**src/rtl/cas_pkg.sv**
```systemverilog
package cas_pkg;

  // Strobes handed from the control to the datapath
  typedef struct packed {
    logic load;     // zero cross accepted: capture interval and settings
    logic divInit;  // start the scaled-advance division
    logic divStep;  // one restoring-division step
    logic advLoad;  // copy the quotient into the advance register
  } casStrobe_t;

  typedef enum logic [1:0] {
    PH_IDLE  = 2'd0,
    PH_DIV   = 2'd1,
    PH_FIN   = 2'd2,
    PH_READY = 2'd3
  } casPhase_t;

endpackage

```
**src/rtl/cas_dp.sv**
```systemverilog
module cas_dp
  import cas_pkg::*;
#(
  parameter int VAL_W = 4,
  parameter int SHF_W = 3,
  parameter int AMP_W = 8,
  parameter int CNT_W = 16
) (
  input  logic                   clk,
  input  logic                   rst,
  input  casStrobe_t             stb,
  input  logic                   tickEn,
  input  logic                   advMode,
  input  logic [VAL_W+SHF_W-1:0] advCfg,
  input  logic [AMP_W-1:0]       uAmp,
  input  logic [AMP_W-1:0]       bemfAmp,
  output logic                   needDiv,
  output logic                   hitTarget
);
  localparam int CFG_W = VAL_W + SHF_W;
  localparam int SET_W = VAL_W + (1 << SHF_W) - 1;
  localparam int NUM_W = SET_W + AMP_W;
  localparam int CMP_W = ((CNT_W > SET_W) ? CNT_W : SET_W) + 2;

  logic [VAL_W-1:0] cfgVal;
  logic [SHF_W-1:0] cfgShf;
  logic [SET_W-1:0] setting;
  logic [AMP_W-1:0] ampDiff;
  logic [NUM_W-1:0] product;

  logic [CNT_W-1:0] intCnt, intervalQ, intCntNext;
  logic [AMP_W-1:0] uQ;
  logic [SET_W-1:0] advQ;
  logic [AMP_W:0]   remQ, remShift, remNext;
  logic [NUM_W-1:0] quoQ, quoNext;
  logic             remGeq;

  assign cfgVal  = advCfg[VAL_W-1:0];
  assign cfgShf  = advCfg[CFG_W-1:VAL_W];
  assign setting = SET_W'(cfgVal) << cfgShf;
  assign ampDiff = uAmp - bemfAmp;
  assign product = NUM_W'(setting) * NUM_W'(ampDiff);
  assign needDiv = advMode & (uAmp > bemfAmp);

  // Interval counter saturates at all ones
  assign intCntNext = (tickEn && !(&intCnt)) ? intCnt + 1'b1 : intCnt;

  // One restoring-division step
  assign remShift = {remQ[AMP_W-1:0], quoQ[NUM_W-1]};
  assign remGeq   = remShift >= {1'b0, uQ};
  assign remNext  = remGeq ? remShift - {1'b0, uQ} : remShift;
  assign quoNext  = {quoQ[NUM_W-2:0], remGeq};

  // Fire when ticks-so-far plus advance reaches the nominal half interval;
  // ticks-so-far is at least one, so an oversized advance fires at once.
  logic [CMP_W-1:0] nomExt, advExt, nextExt;
  assign nomExt    = CMP_W'(intervalQ >> 1);
  assign advExt    = CMP_W'(advQ);
  assign nextExt   = CMP_W'(intCnt) + 1'b1;
  assign hitTarget = (nextExt + advExt) >= nomExt;

  always_ff @(posedge clk) begin
    if (rst) begin
      intCnt    <= '0;
      intervalQ <= '0;
      uQ        <= '0;
      advQ      <= '0;
      remQ      <= '0;
      quoQ      <= '0;
    end else begin
      if (stb.load) begin
        intervalQ <= intCntNext;
        intCnt    <= '0;
        uQ        <= uAmp;
        remQ      <= '0;
        quoQ      <= product;
        advQ      <= (advMode || stb.divInit) ? '0 : setting;
      end else begin
        intCnt <= intCntNext;
        if (stb.divStep) begin
          remQ <= remNext;
          quoQ <= quoNext;
        end
        if (stb.advLoad) advQ <= quoQ[SET_W-1:0];
      end
    end
  end
endmodule

```
**src/rtl/cas_ctrl.sv**
```systemverilog
module cas_ctrl
  import cas_pkg::*;
#(
  parameter int NUM_W = 19
) (
  input  logic       clk,
  input  logic       rst,
  input  logic       zcStrobe,
  input  logic       tickEn,
  input  logic       needDiv,
  input  logic       hitTarget,
  output casStrobe_t stb,
  output logic       commOut
);
  localparam int DC_W = $clog2(NUM_W + 1);

  casPhase_t       phase;
  logic [DC_W-1:0] divCnt;
  logic [1:0]      zcSeen;
  logic            armed, fired, fireNow;

  always_comb begin
    stb         = '0;
    stb.load    = zcStrobe;
    stb.divInit = zcStrobe & needDiv;
    stb.divStep = (phase == PH_DIV) & ~zcStrobe;
    stb.advLoad = (phase == PH_FIN) & ~zcStrobe;
  end

  assign fireNow = (phase == PH_READY) & armed & ~fired & tickEn & ~zcStrobe & hitTarget;

  always_ff @(posedge clk) begin
    if (rst) begin
      phase   <= PH_IDLE;
      divCnt  <= '0;
      zcSeen  <= '0;
      armed   <= 1'b0;
      fired   <= 1'b0;
      commOut <= 1'b0;
    end else begin
      commOut <= fireNow;
      if (zcStrobe) begin
        zcSeen <= (zcSeen == 2'd2) ? 2'd2 : zcSeen + 2'd1;
        armed  <= (zcSeen != 2'd0);
        fired  <= 1'b0;
        divCnt <= '0;
        phase  <= needDiv ? PH_DIV : PH_READY;
      end else begin
        unique case (phase)
          PH_DIV: begin
            divCnt <= divCnt + 1'b1;
            if (divCnt == DC_W'(NUM_W - 1)) phase <= PH_FIN;
          end
          PH_FIN:   phase <= PH_READY;
          PH_READY: if (fireNow) fired <= 1'b1;
          default:  phase <= phase;
        endcase
      end
    end
  end
endmodule

```
**src/rtl/comm_adv_sched.sv**
```systemverilog
module comm_adv_sched
  import cas_pkg::*;
#(
  parameter int VAL_W = 4,
  parameter int SHF_W = 3,
  parameter int AMP_W = 8,
  parameter int CNT_W = 16
) (
  input  logic                   clk,
  input  logic                   rst,
  input  logic                   zcStrobe,
  input  logic                   tickEn,
  input  logic [VAL_W+SHF_W-1:0] advCfg,
  input  logic                   advMode,
  input  logic [AMP_W-1:0]       uAmp,
  input  logic [AMP_W-1:0]       bemfAmp,
  output logic                   commOut
);
  localparam int SET_W = VAL_W + (1 << SHF_W) - 1;
  localparam int NUM_W = SET_W + AMP_W;

  casStrobe_t stb;
  logic       needDiv, hitTarget;

  cas_ctrl #(.NUM_W(NUM_W)) u_ctrl (
    .clk(clk), .rst(rst), .zcStrobe(zcStrobe), .tickEn(tickEn),
    .needDiv(needDiv), .hitTarget(hitTarget), .stb(stb), .commOut(commOut)
  );

  cas_dp #(.VAL_W(VAL_W), .SHF_W(SHF_W), .AMP_W(AMP_W), .CNT_W(CNT_W)) u_dp (
    .clk(clk), .rst(rst), .stb(stb), .tickEn(tickEn), .advMode(advMode),
    .advCfg(advCfg), .uAmp(uAmp), .bemfAmp(bemfAmp),
    .needDiv(needDiv), .hitTarget(hitTarget)
  );
endmodule

```
**config.mk**
```make
export PLATFORM = sky130hd
export DESIGN_NAME = comm_adv_sched
export DESIGN_NICKNAME = d
export VERILOG_FILES = /design/src/rtl/cas_pkg.sv /design/src/rtl/cas_dp.sv /design/src/rtl/cas_ctrl.sv /design/src/rtl/comm_adv_sched.sv
export SDC_FILE = /design/constraint.sdc
export NUM_CORES = 1
export LEC_CHECK = 0
export ABC_AREA = 1
export BUFFER_PORTS_ARGS = -buffer_cell sky130_fd_sc_hd__buf_2
export CAP_MARGIN = 0
export CORE_UTILIZATION = 61
export DETAILED_ROUTE_END_ITERATION = 8
export HOLD_SLACK_MARGIN = 0.06
export PLACE_DENSITY = 0.88
export SLEW_MARGIN = 15
export SYNTH_ARGS = -nofsm -noshare
export SYNTH_HDL_FRONTEND = slang
export SYNTH_SLANG_ARGS = --single-unit
```
**constraint.sdc**
```tcl
create_clock -name clk -period 16.5 [get_ports clk]
set_clock_uncertainty 0.1 [all_clocks]
set_input_delay 1.65 -clock clk [delete_from_list [all_inputs] [get_ports clk]]
set_output_delay 1.65 -clock clk [all_outputs]
set_load 0.01 [all_outputs]
```
# == Word-level counts from Yosys, hierarchy flattened ==
# Cells that the tools add are included.
# word_totals
register_bits,90
in_bits,28
output_inout_bits,1
elab_cells,64
# op_classes
n_addsub,7
n_mul,1
magnitude_cmp,3
n_eq_ne,6
n_shift,1
mux,12
n_bitwise,11
n_reduce_logical,11
# op_table
op,count
$mux W19,2
$mux W11,3
$mul A11 B8 Y19,1
$add A18 B11 Y18,1
$ge A18 B15 Y1,1
$add A16 B1 Y17 const B,1
$add A16 B1 Y16 const B,1
$mux W16,1
$reduce_and A16 Y1,1
$sub A8 B8 Y8,2
$shl A4 B3 Y11,1
$and A1 B1 Y1,9
$ge A9 B8 Y1,1
$gt A8 B8 Y1,1
$mux W2,4
$mux W8,1
$eq A2 B2 Y1 const B,3
$reduce_bool A2 Y1,3
$add A5 B1 Y5 const B,1
$eq A5 B5 Y1 const B,1
$pmux W2 S2,1
$reduce_and A2 Y1,2
$ne A3 B3 Y1 const B,1
$reduce_bool A3 Y1,1
other kinds (7),8

# == Depth between registers and ports, before layout ==
# logic_depth
depth_word,7
ltp_mapped,31
mapped_depth_nobuf,31

# == By module ==
# A second synthesis with hierarchy kept.
# hier_totals
cells_unflattened,1324
hier_area_um2,8829.7
# modules_own_cells
module,instances,cells_each,area_per_inst_um2,seq_area_each_um2
cas_dp,1,1251,8281.7,1541.5
cas_ctrl,1,73,548.0,240.2

# == Least setup slack after synthesis ==
# No wires, ideal clock.
# synth_path
kind,input-to-reg
startpoint,input port uAmp[0]
endpoint,register u_dp.quoQ[17]
arrival_time_ps,6575
t_required_ps,16279
setup_slack_ps,9704
path_stages,29
cell_sequence,inv_1 -> ha_1 -> inv_1 -> fa_1 -> nand3_1 -> a21oi_1 -> o21ai_0 -> nand2_1 -> or2_2 -> nand2_2 -> nor2_1 -> fa_1 -> inv_1 -> fa_1 -> inv_1 -> fa_1 -> inv_1 -> fa_1 -> inv_1 -> ha_1 -> a21o_1 -> a21boi_0 -> nand3_1 -> nand2_1 -> nand2_1 -> a21oi_1 -> nand2_1 -> nand2_1 -> o21ai_0
# synth_via
elab_chain_cells,3
# synth_rtl
element,line_no,text
start: declaration,comm_adv_sched.sv:15,"input logic [AMP_W-1:0] uAmp,"
$sub A8 B8 Y8,cas_dp.sv:41,assign ampDiff = uAmp - bemfAmp;
$mul A11 B8 Y19,cas_dp.sv:42,assign product = NUM_W'(setting) * NUM_W'(ampDiff);
$mux W19,cas_dp.sv:71,if (stb.load) begin
end signal: assignment,cas_dp.sv:76,quoQ <= product;
end signal: assignment,cas_dp.sv:82,quoQ <= quoNext;
end: declaration,cas_dp.sv:35,"logic [NUM_W-1:0] quoQ, quoNext;"
# Every way passes these cells.
# A chain may end at the register's enable or synchronous reset.

# == Worst setup path after layout ==
# Ends and elaborated chain as after synthesis.

==> summary.txt <==
Yosys
  – Post-synth EDFFs: 0
  – Most frequent cells after synthesis: 223 x inv_1, 210 x nand2_1, 140 x nor2_1, 89 x dfxtp_1, 87 x ha_1
  – Post-synthesis cell area: ~0.0084 mm2
  – Post-synth cell types: between 40 and 50
  – Count leader, synth: inv_1
  – Synthesized Nets: 1,340
  – Synth Flop Type: dfxtp_1
  – Register bit total from synthesis: between 80 and 90
  – Synth area leaders: dfxtp_1 21%, fa_1 14%, ha_1 13%
  – Synth Instances: approximately 1,200
  – Leading area contributor after synthesis: dfxtp_1
  – Yosys top cell area share: 0.213
  – FFs w/ async S/R, synth: 0
  – Post-synthesis sequential area ratio: 0.213
  – Synth Area per Inst: just over 7 um2
  – Ys Warns: 0

Job
  – Max cap viols: 0

Routing
  – Final ANT Viol Nets: 0
  – DRC: 0
  – DRT iter0 DRCs: roughly 760
  – WL/cell: between 10 and 15 um
  – Pre-Repair DR Iteration Count: 5
  – Via Count: slightly below 8,000
  – Drt via density: ~5.7
  – Total wire length: approximately 20,000 um

STA
  – Relative slew margins: 0.378
  – Period minus WS final: ~7.0 ns
  – Unrepaired setup endpoints after global routing: false
  – Pin slew with the least headroom to its limit: ~0.93 ns
  – Setup ws final: 9.47 ns
  – Count of final hold-check violations: 0
  – Final setup TNS: 0 ns
  – Fin crit share: 0.426
  – Number of setup violations in the final report: 0
  – Achievable Freq: between 100 and 150 MHz
  – Fin. max-slew vios: 0

GRT
  – Total track usage: 0.301
  – First-pass GRT wire length: 34,100 um
  – Global routing's busiest layer: met2
  – GRT met1 Usage: 0.401
  – GRT overflow: 0
  – Vias in the first global route: around 7,400
  – Initial antenna violation count: 0
  – Pin count of the biggest net entering global routing: between 40 and 50
  – M2 GR Usage: 0.483
  – GR met3 Demand/Resource: 0.0498

Floorplanning
  – Die footprint: 0.0142 mm2
  – CORE AREA: 0.0133 mm2
  – Die height: approximately 120 um
  – Die Width: ~120 um
  – Starting density of the core: 0.629
  – # rows: 42
  – I/O pins: 29

Status
  – Status: completed

Setup path
  – Crit Path Class: in -> reg
  – CP max FO: 9
  – Depth of the most critical reg-to-reg path: 26
  – CP Capture Type: flop
  – Crit path launch type: input port
  – Slowest stage delay, CP: between 0.5 and 0.6 ns
  – Worst EP arrival: slightly above 7 ns
  – Crit-path most repeated cell: inv_1
  – Worst Path Required: 16.67 ns
  – Crit-path slowest cell: fa_1

Clocking
  – Post-CTS Setup Bufs: 0
  – Hold-fix buffers, CTS: 0
  – Clock Path Buffers: 2
  – TritonCTS clock tree: done
  – Root buffer cell: clkbuf_16
  – Clock Sinks: 89
  – CTS buffer count: 9
  – Clock transition at the registers of the reported paths: around 0.07 ns
  – H-tree depth: 3
  – Clk_lat worst skew: 0.35 ns
  – Post_cts resized: 0

Placement
  – GPL Wtd Cong: about 0.99
  – IO buf count: 28
  – Place WS: slightly above 9 ns
  – Hpwl dp: around 16,000 um

Power
  – Sequential power share: 0.293
  – Cell Pwr Density: between 90 and 100 mW/mm2
  – VDD IR-drop max: roughly 0.059 mV
  – Net Sw Power: between 0.3 and 0.4 mW
  – Switching share of power: 0.413
  – Clk pwr share: 0.256
  – Int Pwr: between 0.4 and 0.5 mW
  – Leak: between 4 and 5 nW
  – Part of the power in combinational logic: 0.450

Layout
  – # diodes: 0
  – Multi-input logic area: 0.00561 mm2
  – Area grow syn2layout: 6.67%
  – Reg area: around 0.0018 mm2
  – Filler Cell Count: around 1,100
  – Nets: ~1,400
  – Share of layout cells above drive strength 1: 0.0750

Worst hold path
  – Hold Path Depth: 2
  – Hold Crit Class: reg -> reg
==> worst max-delay path: cells and delay by family <==
family | cells | cell delay, ns
AO/OA/AOI/OAI | 4 | 0.45
adder cells (fa/ha/maj) | 7 | 2.91
buffers and inverters | 8 | 0.59
AND/OR/NAND/NOR | 12 | 1.56
==> stage by stage <==
step | utilization | power, mW | area, um2 | std cells | hold slack [ns]
2_1_floorplan | - | 0.535 | 8370 | 1168 | 0.332
3_3_place_gp | 0.649 | 0.602 | 8630 | 1348 | 0.350
5_1_grt | 0.671 | 0.903 | 8920 | 1363 | 0.393
6_report | 0.671 | 0.831 | 8920 | 1363 | 0.380
4_1_cts | 0.671 | 0.828 | 8920 | 1363 | 0.377
3_5_place_dp | 0.649 | 0.615 | 8630 | 1348 | 0.360
==> routing by layer <==
metal,wire (um),up-vias,part of all wire
met5,0,-,0
met4,716,0,0.036
met3,1550,64,0.077
met2,9240,310,0.46
met1,8610,3611,0.43
li1,-,3727,-
==> flip-flops by register name, summed over array words and instances (netlist names) <==
| name | cells |
|---|---|
| u_ctrl.phase | 2 |
| u_dp.intervalQ | 15 |
| u_dp.remQ | 8 |
| u_ctrl.divCnt | 5 |
| u_ctrl.fired | 1 |
| u_ctrl.zcSeen | 2 |
| u_dp.quoQ | 19 |
| u_dp.intCnt | 16 |
| u_dp.uQ | 8 |
| u_ctrl.commOut | 1 |
| u_dp.advQ | 11 |
| u_ctrl.armed | 1 |
==> kinds of logic after synthesis <==
| group | after synthesis | synth area share |
|---|---|---|
| buffers and inverters | 254 | 0.116 |
| multiplexers | 3 | 0.00359 |
| adder cells (fa/ha/maj) | 144 | 0.266 |
| flip-flops | 89 | 0.213 |
| AO/OA/AOI/OAI | 215 | 0.147 |
| AND/OR/NAND/NOR | 427 | 0.215 |
| XOR/XNOR | 36 | 0.0386 |
==> power groups by stage <==
stage | clock (mW) | sequential (mW) | combinational [mW]
4_1_cts | 0.214 | 0.244 | 0.370
3_5_place_dp | 0 | 0.248 | 0.367
5_1_grt | 0.224 | 0.246 | 0.433
3_3_place_gp | 0 | 0.248 | 0.354
6_report | 0.213 | 0.244 | 0.375
2_1_floorplan | 0 | 0.246 | 0.290
==> cell usage in the layout, fill, tap and decap left out, types with 25 or more instances in the layout <==
master   count
a21oi_1     78
fa_1        57
buf_2       28
dfxtp_1     89
ha_1        87
nor2_1     140
o21ai_0     68
nand3_1     25
inv_1      223
nand2_1    210
==> final timing paths <==
path	startpoint	end	slack [ns]
setup / recovery	uAmp[0]	u_dp.quoQ[17]	9.47
hold / removal	u_ctrl.fired	u_ctrl.fired	0.38
setup reg to reg	u_dp.intCnt[1]	u_ctrl.fired	12.55
hold reg to reg	u_ctrl.fired	u_ctrl.fired	0.38
==> cell type report <==
type,count,area share
multi-input cells,825,0.629
flip-flops and latches,89,0.200
inverters,228,0.0959
clock buffers,9,0.0252
well taps,176,0.0247
repair buffers,30,0.0174
clock inverters,6,0.00827
Note: power is estimated with default switching activity, not from simulation.
